$ cat src/rtl/trip_dly_pkg.sv
package trip_dly_pkg;

  // Divider code applied to the programmed delay value.
  typedef enum logic [1:0] {
    DIV_BY1 = 2'd0,
    DIV_BY2 = 2'd1,
    DIV_BY4 = 2'd2,
    DIV_BY8 = 2'd3
  } dly_div_e;

  // Qualifying transition of the watched event.
  typedef enum logic {
    EDGE_ASSERT   = 1'b0,
    EDGE_DEASSERT = 1'b1
  } edge_pol_e;

endpackage

$ cat src/rtl/tde_edge_qual.sv
module tde_edge_qual
  import trip_dly_pkg::*;
#(
  parameter int NUM_SRC = 4,
  parameter int SEL_W   = (NUM_SRC > 1) ? $clog2(NUM_SRC) : 1,
  parameter int CNT_W   = 3
) (
  input  logic               clk,
  input  logic               srst,
  input  logic [NUM_SRC-1:0] cmp_hi,
  input  logic [SEL_W-1:0]   src_sel,
  input  logic               edge_fall,
  input  logic [CNT_W-1:0]   edge_count,
  input  logic               hold,
  output logic               qual
);

  // Event i is active while its high-side comparator input is low.
  logic [NUM_SRC-1:0] evt;
  genvar gi;
  generate
    for (gi = 0; gi < NUM_SRC; gi++) begin : g_evt
      assign evt[gi] = ~cmp_hi[gi];
    end
  endgenerate

  logic             sel_evt;
  logic             evt_q;
  logic             armed;
  logic [CNT_W-1:0] ecnt;
  logic             went_up;
  logic             went_down;
  logic             hit;
  logic             accept;
  edge_pol_e        pol;

  assign sel_evt   = evt[src_sel];
  assign pol       = edge_pol_e'(edge_fall);
  assign went_up   = sel_evt & ~evt_q;
  assign went_down = ~sel_evt & evt_q;
  assign hit       = armed & ((pol == EDGE_DEASSERT) ? went_down : went_up);
  assign accept    = hit & ~hold;
  assign qual      = accept & (ecnt >= edge_count);

  always_ff @(posedge clk) begin
    evt_q <= sel_evt;
    if (srst) begin
      armed <= 1'b0;
      ecnt  <= '0;
    end else begin
      armed <= 1'b1;
      if (accept) begin
        ecnt <= qual ? '0 : CNT_W'(ecnt + 1'b1);
      end
    end
  end

  // while the delay runs, the edge tally does not move.
  p_hold_freezes_r7: assert property (@(posedge clk) disable iff (srst)
    (hold && !srst) |=> $stable(ecnt));

  // the tally never passes the programmed count (config is static outside reset).
  p_cnt_bound_r3: assert property (@(posedge clk) disable iff (srst)
    ecnt <= edge_count);

  // nothing qualifies in the first cycle after reset.
  p_no_edge_after_reset_r8: assert property (@(posedge clk) disable iff (srst)
    $past(srst) |-> !qual);

endmodule

$ cat src/rtl/tde_delay_timer.sv
module tde_delay_timer
  import trip_dly_pkg::*;
#(
  parameter int DLY_W = 16,
  parameter int DIV_W = 2
) (
  input  logic             clk,
  input  logic             srst,
  input  logic             start,
  input  logic             dly_en,
  input  logic [DIV_W-1:0] dly_div,
  input  logic [DLY_W-1:0] dly_val,
  output logic             busy,
  output logic             fire
);

  logic [DLY_W-1:0] scaled;
  logic [DLY_W-1:0] load_val;
  logic [DLY_W-1:0] cnt;

  assign scaled   = dly_val >> dly_div;
  assign load_val = dly_en ? scaled : '0;

  always_ff @(posedge clk) begin
    if (srst) begin
      cnt  <= '0;
      busy <= 1'b0;
      fire <= 1'b0;
    end else begin
      fire <= 1'b0;
      if (busy) begin
        if (cnt == DLY_W'(1)) begin
          fire <= 1'b1;
          busy <= 1'b0;
          cnt  <= '0;
        end else begin
          cnt <= cnt - 1'b1;
        end
      end else if (start) begin
        if (load_val == '0) begin
          fire <= 1'b1;
        end else begin
          cnt  <= load_val;
          busy <= 1'b1;
        end
      end
    end
  end

  // a running delay always holds a non-zero remaining count.
  p_busy_nonzero_r5: assert property (@(posedge clk) disable iff (srst)
    busy |-> (cnt != '0));

  // the remaining count falls by one each cycle until the last.
  p_countdown_r5: assert property (@(posedge clk) disable iff (srst)
    (busy && !srst && cnt > DLY_W'(1)) |=> (busy && cnt == $past(cnt) - 1'b1));

  // a start with a non-zero scaled delay opens a delay window.
  p_start_loads_r6: assert property (@(posedge clk) disable iff (srst)
    (start && !busy && !srst && dly_en && scaled != '0) |=> busy);

endmodule

$ cat src/rtl/trip_delay_filter.sv
module trip_delay_filter
  import trip_dly_pkg::*;
#(
  parameter int NUM_SRC = 4,
  parameter int SEL_W   = (NUM_SRC > 1) ? $clog2(NUM_SRC) : 1,
  parameter int CNT_W   = 3,
  parameter int DLY_W   = 16,
  parameter int DIV_W   = 2
) (
  input  logic               clk,
  input  logic               srst,
  input  logic [NUM_SRC-1:0] cmp_hi,
  input  logic [NUM_SRC-1:0] cmp_lo,
  input  logic [SEL_W-1:0]   src_sel,
  input  logic               edge_fall,
  input  logic [CNT_W-1:0]   edge_count,
  input  logic               dly_en,
  input  logic [DIV_W-1:0]   dly_div,
  input  logic [DLY_W-1:0]   dly_val,
  output logic               filt_evt
);

  logic qual;
  logic busy;

  tde_edge_qual #(
    .NUM_SRC (NUM_SRC),
    .SEL_W   (SEL_W),
    .CNT_W   (CNT_W)
  ) u_qual (
    .clk        (clk),
    .srst       (srst),
    .cmp_hi     (cmp_hi),
    .src_sel    (src_sel),
    .edge_fall  (edge_fall),
    .edge_count (edge_count),
    .hold       (busy),
    .qual       (qual)
  );

  tde_delay_timer #(
    .DLY_W (DLY_W),
    .DIV_W (DIV_W)
  ) u_timer (
    .clk     (clk),
    .srst    (srst),
    .start   (qual),
    .dly_en  (dly_en),
    .dly_div (dly_div),
    .dly_val (dly_val),
    .busy    (busy),
    .fire    (filt_evt)
  );

  // a pulse never lasts more than one cycle.
  p_single_pulse_r10: assert property (@(posedge clk) disable iff (srst)
    filt_evt |=> !filt_evt);

  // with the delay off, a firing edge reaches the output on the next cycle.
  p_direct_path_r4: assert property (@(posedge clk) disable iff (srst)
    (!dly_en && qual && !srst) |=> filt_evt);

  // movement on the low-side inputs alone never creates a qualifying edge.
  p_lo_inert_r9: assert property (@(posedge clk) disable iff (srst)
    (!$stable(cmp_lo) && $stable(cmp_hi) && $stable(src_sel)) |-> !qual);

  // the output and the delay are clear right after reset.
  p_reset_clears_r8: assert property (@(posedge clk) disable iff (srst)
    $past(srst) |-> (!filt_evt && !busy));

endmodule

$ cat config.mk
export PLATFORM = sky130hd
export DESIGN_NAME = trip_delay_filter
export DESIGN_NICKNAME = d
export VERILOG_FILES = /design/src/rtl/trip_dly_pkg.sv /design/src/rtl/tde_edge_qual.sv /design/src/rtl/tde_delay_timer.sv /design/src/rtl/trip_delay_filter.sv
export SDC_FILE = /design/constraint.sdc
export NUM_CORES = 1
export LEC_CHECK = 0
export BUFFER_PORTS_ARGS = -buffer_cell sky130_fd_sc_hd__buf_2
export CAP_MARGIN = 0
export CORE_MARGIN = 3
export CORE_UTILIZATION = 40
export CTS_BUF_LIST = sky130_fd_sc_hd__clkbuf_16
export CTS_CLUSTER_SIZE = 10
export DETAILED_ROUTE_END_ITERATION = 10
export PLACE_DENSITY = 0.62
export SLEW_MARGIN = 30
export SYNTH_ARGS = -nofsm -noshare
export SYNTH_HDL_FRONTEND = slang
export SYNTH_SLANG_ARGS = --single-unit
$ cat constraint.sdc
create_clock -name clk -period 2.4 [get_ports clk]
set_clock_uncertainty 0.2 [all_clocks]
set_input_delay 0.12 -clock clk [delete_from_list [all_inputs] [get_ports clk]]
set_output_delay 0.12 -clock clk [all_outputs]
set_load 0.05 [all_outputs]
==> Word level (Yosys, flattened, before mapping) <==
Index checks and enable logic that the tools add are counted.
{ "classes": {"muxes": 18, "n_eq_ne": 2, "n_reduce_logical": 3, "n_shift": 1, "addsub": 2, "n_bitwise": 12, "magnitude_cmp": 2} }
{ "op_table": {"columns": ["cell", "count"], "rows": [
  ["$mux W16", 5],
  ["$eq A16 B1 Y1 const B", 1],
  ["$logic_not A16 Y1", 1],
  ["$shr A16 B2 Y16", 1],
  ["$sub A16 B1 Y16 const B", 1],
  ["$mux W1", 11],
  ["$not A1 Y1", 7],
  ["$and A1 B1 Y1", 5],
  ["$add A3 B1 Y3 const B", 1],
  ["$ge A3 B3 Y1", 1],
  ["$lt A2 B3 Y1 const B", 1],
  ["$mux W3", 1],
  ["$bmux W1 S2", 1],
  ["$ne A2 B1 Y1 const B", 1],
  ["$reduce_and A2 Y1", 1],
  ["$reduce_bool A2 Y1", 1]
]} }
{ "totals": {"wordCells": 46, "ff_bits": 23, "output_inout_bits": 1, "in_bits": 35} }

==> Longest topological paths before layout <==
{ "depth": {"depth_word": 11, "ltp_mapped": 10, "mapped_depth_nobuf": 8} }

==> By module <==
From an unflattened synthesis, not the netlist that was laid out.
{ "unflattened": {"cells_unflattened": 259, "hier_area_um2": 2083.2} }
{ "modules_own_cells": {"columns": ["mod", "cells_per_inst", "seq_area_each_um2", "area_per_inst_um2", "instances"], "rows": [
  ["tde_delay_timer", 222, 360.3, 1734.2, 1],
  ["tde_edge_qual", 37, 100.1, 349.1, 1]
]} }

==> Worst setup path after synthesis <==
Ideal clock, no wire load.
{ "synth_timing": {"path_kind": "register to register", "from": "reg u_timer.cnt[0]", "to": "reg u_timer.cnt[2]", "synth_period_minus_slack_ns": 2.205, "path_buffers": 1, "t_arrival_ns": 1.888, "setup_time_ns": 0.117, "path_stages_with_launch": 9, "t_required_ns": 2.083, "path_slack_ns": 0.195, "path_cell_list": "dfxtp_1 -> ha_1 -> or3b_1 -> nor4_4 -> a31o_2 -> buf_2 -> a2bb2oi_1 -> nor2_1 -> a32o_1"} }
{ "synth_between": {"elab_chain_len": 3, "word_cells_on_any_way": 4, "cone_classes": "add/sub (1); eq/ne (1); mux (2)"} }
{ "synth_rtl": {"columns": ["element", "line", "source"], "rows": [
  ["from (decl)", "tde_delay_timer.sv:19", "logic [DLY_W-1:0] cnt;"],
  ["from (signal assigned)", "tde_delay_timer.sv:37", "cnt <= cnt - 1'b1;"],
  ["from (signal assigned)", "tde_delay_timer.sv:43", "cnt <= load_val;"],
  ["$sub A16 B1 Y16 / $eq A16 B1 Y1 (equally long branches)", "tde_delay_timer.sv:37, tde_delay_timer.sv:32", null],
  ["$mux W16 *", "tde_delay_timer.sv:32", "if (cnt == DLY_W'(1)) begin"],
  ["$mux W16 *", "tde_delay_timer.sv:31", "if (busy) begin"]
]} }
Every way passes the cells marked *; elsewhere a longest branch is shown, timed or not.
A chain may end at the register's enable or synchronous reset.

==> Worst setup path in the final report <==
{ "layout_timing": {"from": "reg u_qual.ecnt[0]", "to": "reg u_timer.cnt[15]"} }
{ "layout_between": {"elab_chain_len": 4} }
{ "layout_rtl": {"columns": ["element", "line", "source"], "rows": [
  ["from (decl)", "tde_edge_qual.sv:30", "logic [CNT_W-1:0] ecnt;"],
  ["from (signal assigned)", "tde_edge_qual.sv:53", "ecnt <= qual ? '0 : CNT_W'(ecnt + 1'b1);"],
  ["$ge A3 B3 Y1", "tde_edge_qual.sv:43", "assign qual = accept & (ecnt >= edge_count);"],
  ["$and A1 B1 Y1", "tde_edge_qual.sv:43", null],
  ["$reduce_bool A2 Y1 (no line)", null, null],
  ["$reduce_and A2 Y1 (no line)", null, null]
]} }
No other way between the ends.

==> results by group <==
Outcome
  – Status: finished, violations left
  – Failing checks: DRC

Power and ir drop
  – Power share of the sequential group: 36.5%
  – Leak: 0.00110 µW
  – Sw Share: 30.3%
  – Power share of the clock group: 33.0%
  – Sw power: 337 µW
  – Total Power: 1110 µW
  – Internal power: 775 µW
  – Worst vdd ir: 0.277 mV
  – Power per cell area: 423 nW/µm²
  – Comb pwr share: 30.4%

STA
  – Final setup violation count: 0
  – Setup TNS: 0 ns
  – Final Max Tran Viols: 0
  – Minimum clock period: 2.31 ns
  – Worst hold slack: 0.0212 ns
  – Final setup margin: 0.0908 ns
  – Fin. Hold Viols: 0
  – Least-Margin Pin Slew: 0.471 ns
  – Slew headroom: 68.4%
  – RSZ-0062 raised after global routing: false
  – F_max: 0.433 GHz
  – Tcrit/Tclk final: 96.2%

Critical path
  – Reg2reg path depth: 8
  – R2R Setup Slk: 0.09 ns
  – CP Max Fanout: 4
  – Startpoint class of the critical path: register
  – Reg-to-reg critical path startpoint: u_qual.ecnt[0]$_SDFFE_PP0P_
  – Crit Path Class: reg2reg
  – R2R Path End: u_timer.cnt[15]$_SDFFE_PP0P_
  – Crit end category: register
  – Crit path required time: 2.39 ns
  – Crit path DAT: 2.29 ns

Clock network
  – Clk slew on worst S/H paths: 0.06 ns
  – Clock Latency Late Sink: 0.26 ns
  – Clock sinks: 23
  – CTS Root Cell: clkbuf_16
  – Htree depth: 1
  – Setup Fix Bufs, Post-CTS: 0
  – CTS tree: built
  – Max Root-Sink Buffers: 2
  – Cts bufs inserted: 3

Route
  – Drt drc: 1
  – Detailed Route Iter0 Violations: 161
  – Routed Antenna Nets: 0
  – Wire per inst: 16.4 µm
  – Via-per-instance ratio: 5.85
  – Total number of vias: 2200
  – Total wire length: 6.16 mm
  – TritonRoute pass-1 iters: 8

Logic synthesis
  – Seq/Total Area, Yosys: 21.0%
  – Yosys warnings: 0
  – #FFs+latches synth: 23
  – FFs w/ async S/R, synth: 0%
  – Count of cell types in the netlist: 60
  – Ys flop type: dfxtp_1
  – Count leader, synth: nor2_1
  – Synth top area share: 21.0%
  – Post-synthesis cell type with the largest combined area: dfxtp_1
  – Syn nets: 305
  – Syn Area/Cell: 8.30 µm²
  – Synth Instances: 264
  – Synth cell count leaders: 27 x nor2_1, 23 x dfxtp_1, 21 x nand2_1
  – Synthesized area: 2190 µm²
  – Number of synthesized flops with an enable pin: 0
  – Ranking of synthesized cells by area: dfxtp_1 21%, mux4_2 8.2%, mux2i_1 6.4%

Floorplanning
  – Die height: 80.0 µm
  – Die X: 80.0 µm
  – Site Rows: 26
  – Die area: 6400 µm²
  – Initial core utilization: 42.1%
  – Top Ports: 36
  – Core Footprint: 5200 µm²

Finish
  – Layout cells sized above 1: 28.4%
  – Fin nets: 348
  – Layout area overhead: 20.0%
  – ANT cells: 0

Place
  – IO Port Bufs: 31
  – Placer Congestion: 0.877
  – Worst slack, placed: 0.0767 ns
  – DP HPWL: 4.73 mm

Min path
  – Hold EP: u_qual.evt_q$_DFF_P_
  – Worst hold stages: 3
  – Hold WC Path Type: in2reg
  – Hold_sp: src_sel[1]

GRT
  – Initial antenna violation count: 0
  – GRT Total Usage: 19.7%
  – Largest net degree at the start of global routing: 19
  – Vias in the first global route: 2072
  – Remaining Overflow, GRT: 0
  – First-pass GRT wire length: 9.89 mm

Job
  – Max cap viols: 0
-- repair_timing --
item	CTS	global route
endpoints found under the hold margin	1	0
hold buffers	1	0
resized for setup	0	8
endpoints found under the setup margin	0	14
-- final cells by class --
cell class	count	area, µm²
multi-input combinational	214	1630
clock inverter	1	5.00
clock buffer	3	75.1
sequential	23	462
timing repair buffer	53	323
fill	517	2580
inverter	12	45.0
tap	70	87.6
-- flip-flops by register name, indices dropped and copies added, names as in the netlist --
name,cells
u_timer.busy,1
u_timer.cnt,16
u_timer.fire,1
u_qual.armed,1
u_qual.evt_q,1
u_qual.ecnt,3
-- cell families (layout without fill, tap and decap cells) --
| family | Yosys count | after routing | synth area share, % |
|---|---|---|---|
| simple gates | 102 | 102 | 25.7 |
| xor+xnor | 7 | 7 | 2.80 |
| compound gates | 73 | 73 | 24.0 |
| fa+ha+maj | 6 | 6 | 3.43 |
| buf+inv | 27 | 69 | 6.34 |
| mux | 26 | 26 | 16.7 |
| flops | 23 | 23 | 21.0 |
-- through the flow --
stage / util, % / instance area (µm²) / std cells
2_1_floorplan: - / 2190 / 264
3_3_place_gp: 48.0 / 2500 / 371
3_5_place_dp: 48.0 / 2500 / 371
4_1_cts: 49.7 / 2590 / 376
5_1_grt: 50.5 / 2630 / 376
6_report: 50.5 / 2630 / 376
-- per-layer routing --
metal,vias up,global-route usage [%],routed length (µm)
met5,-,0,0
met4,0,4.39,85
met3,8,3.39,362
met2,68,32.6,2900
met1,1047,26.5,2810
li1,1077,-,-
-- power groups by stage --
stage | registers, µW | logic, µW | clock network [µW]
floorplan | 411 | 223 | 0
global placement | 414 | 325 | 0
detailed placement | 415 | 329 | 0
CTS | 406 | 332 | 374
global route | 408 | 375 | 392
finish | 406 | 338 | 367
-- cells in the final DEF (no fill, tap or decap), types with 3 or more instances in the layout --
cell type and n:
clkbuf_16 3, mux2i_1 14, o21ai_1 3, a21oi_1 18, o32ai_1 3, a211oi_1 4
nor3_1 6, nor2_1 27, nand2b_1 4, nand3_1 8, o22ai_1 3, mux4_2 8
nor2b_1 5, dfxtp_1 22, a211oi_2 3, nand2_1 21, ha_1 6, buf_4 21
xnor2_1 5, nor3b_1 5, o21ai_0 11, inv_1 12, mux2_2 4, nor4_1 6
or3_1 3, buf_2 31
-- critical path: stages, from the launching register on --
cell	delay (ns)
dfxtp_1	0.39
inv_1	0.06
ha_1	0.26
nand2b_1	0.11
a31oi_2	0.13
or3_1	0.45
buf_4	0.17
o32a_1	0.34
a31oi_1	0.13
-- how the worst max path moves through the flow --
stage | slack (ns) | to | startpoint | depth (start not counted)
2_1_floorplan | 0.19 | u_timer.cnt[2]$_SDFFE_PP0P_ | u_timer.cnt[0]$_SDFFE_PP0P_ | 8
4_1_cts | 0.05 | u_timer.cnt[9]$_SDFFE_PP0P_ | u_qual.ecnt[0]$_SDFFE_PP0P_ | 8
6_report | 0.09 | u_timer.cnt[15]$_SDFFE_PP0P_ | u_qual.ecnt[0]$_SDFFE_PP0P_ | 8
3_3_place_gp | 0.12 | u_timer.cnt[9]$_SDFFE_PP0P_ | src_sel[0] | 7
3_5_place_dp | 0.08 | u_timer.cnt[9]$_SDFFE_PP0P_ | u_qual.ecnt[0]$_SDFFE_PP0P_ | 8
5_1_grt | 0.006 | u_timer.cnt[13]$_SDFFE_PP0P_ | u_qual.ecnt[0]$_SDFFE_PP0P_ | 8
No activity file was read; power rests on OpenSTA's default activity.
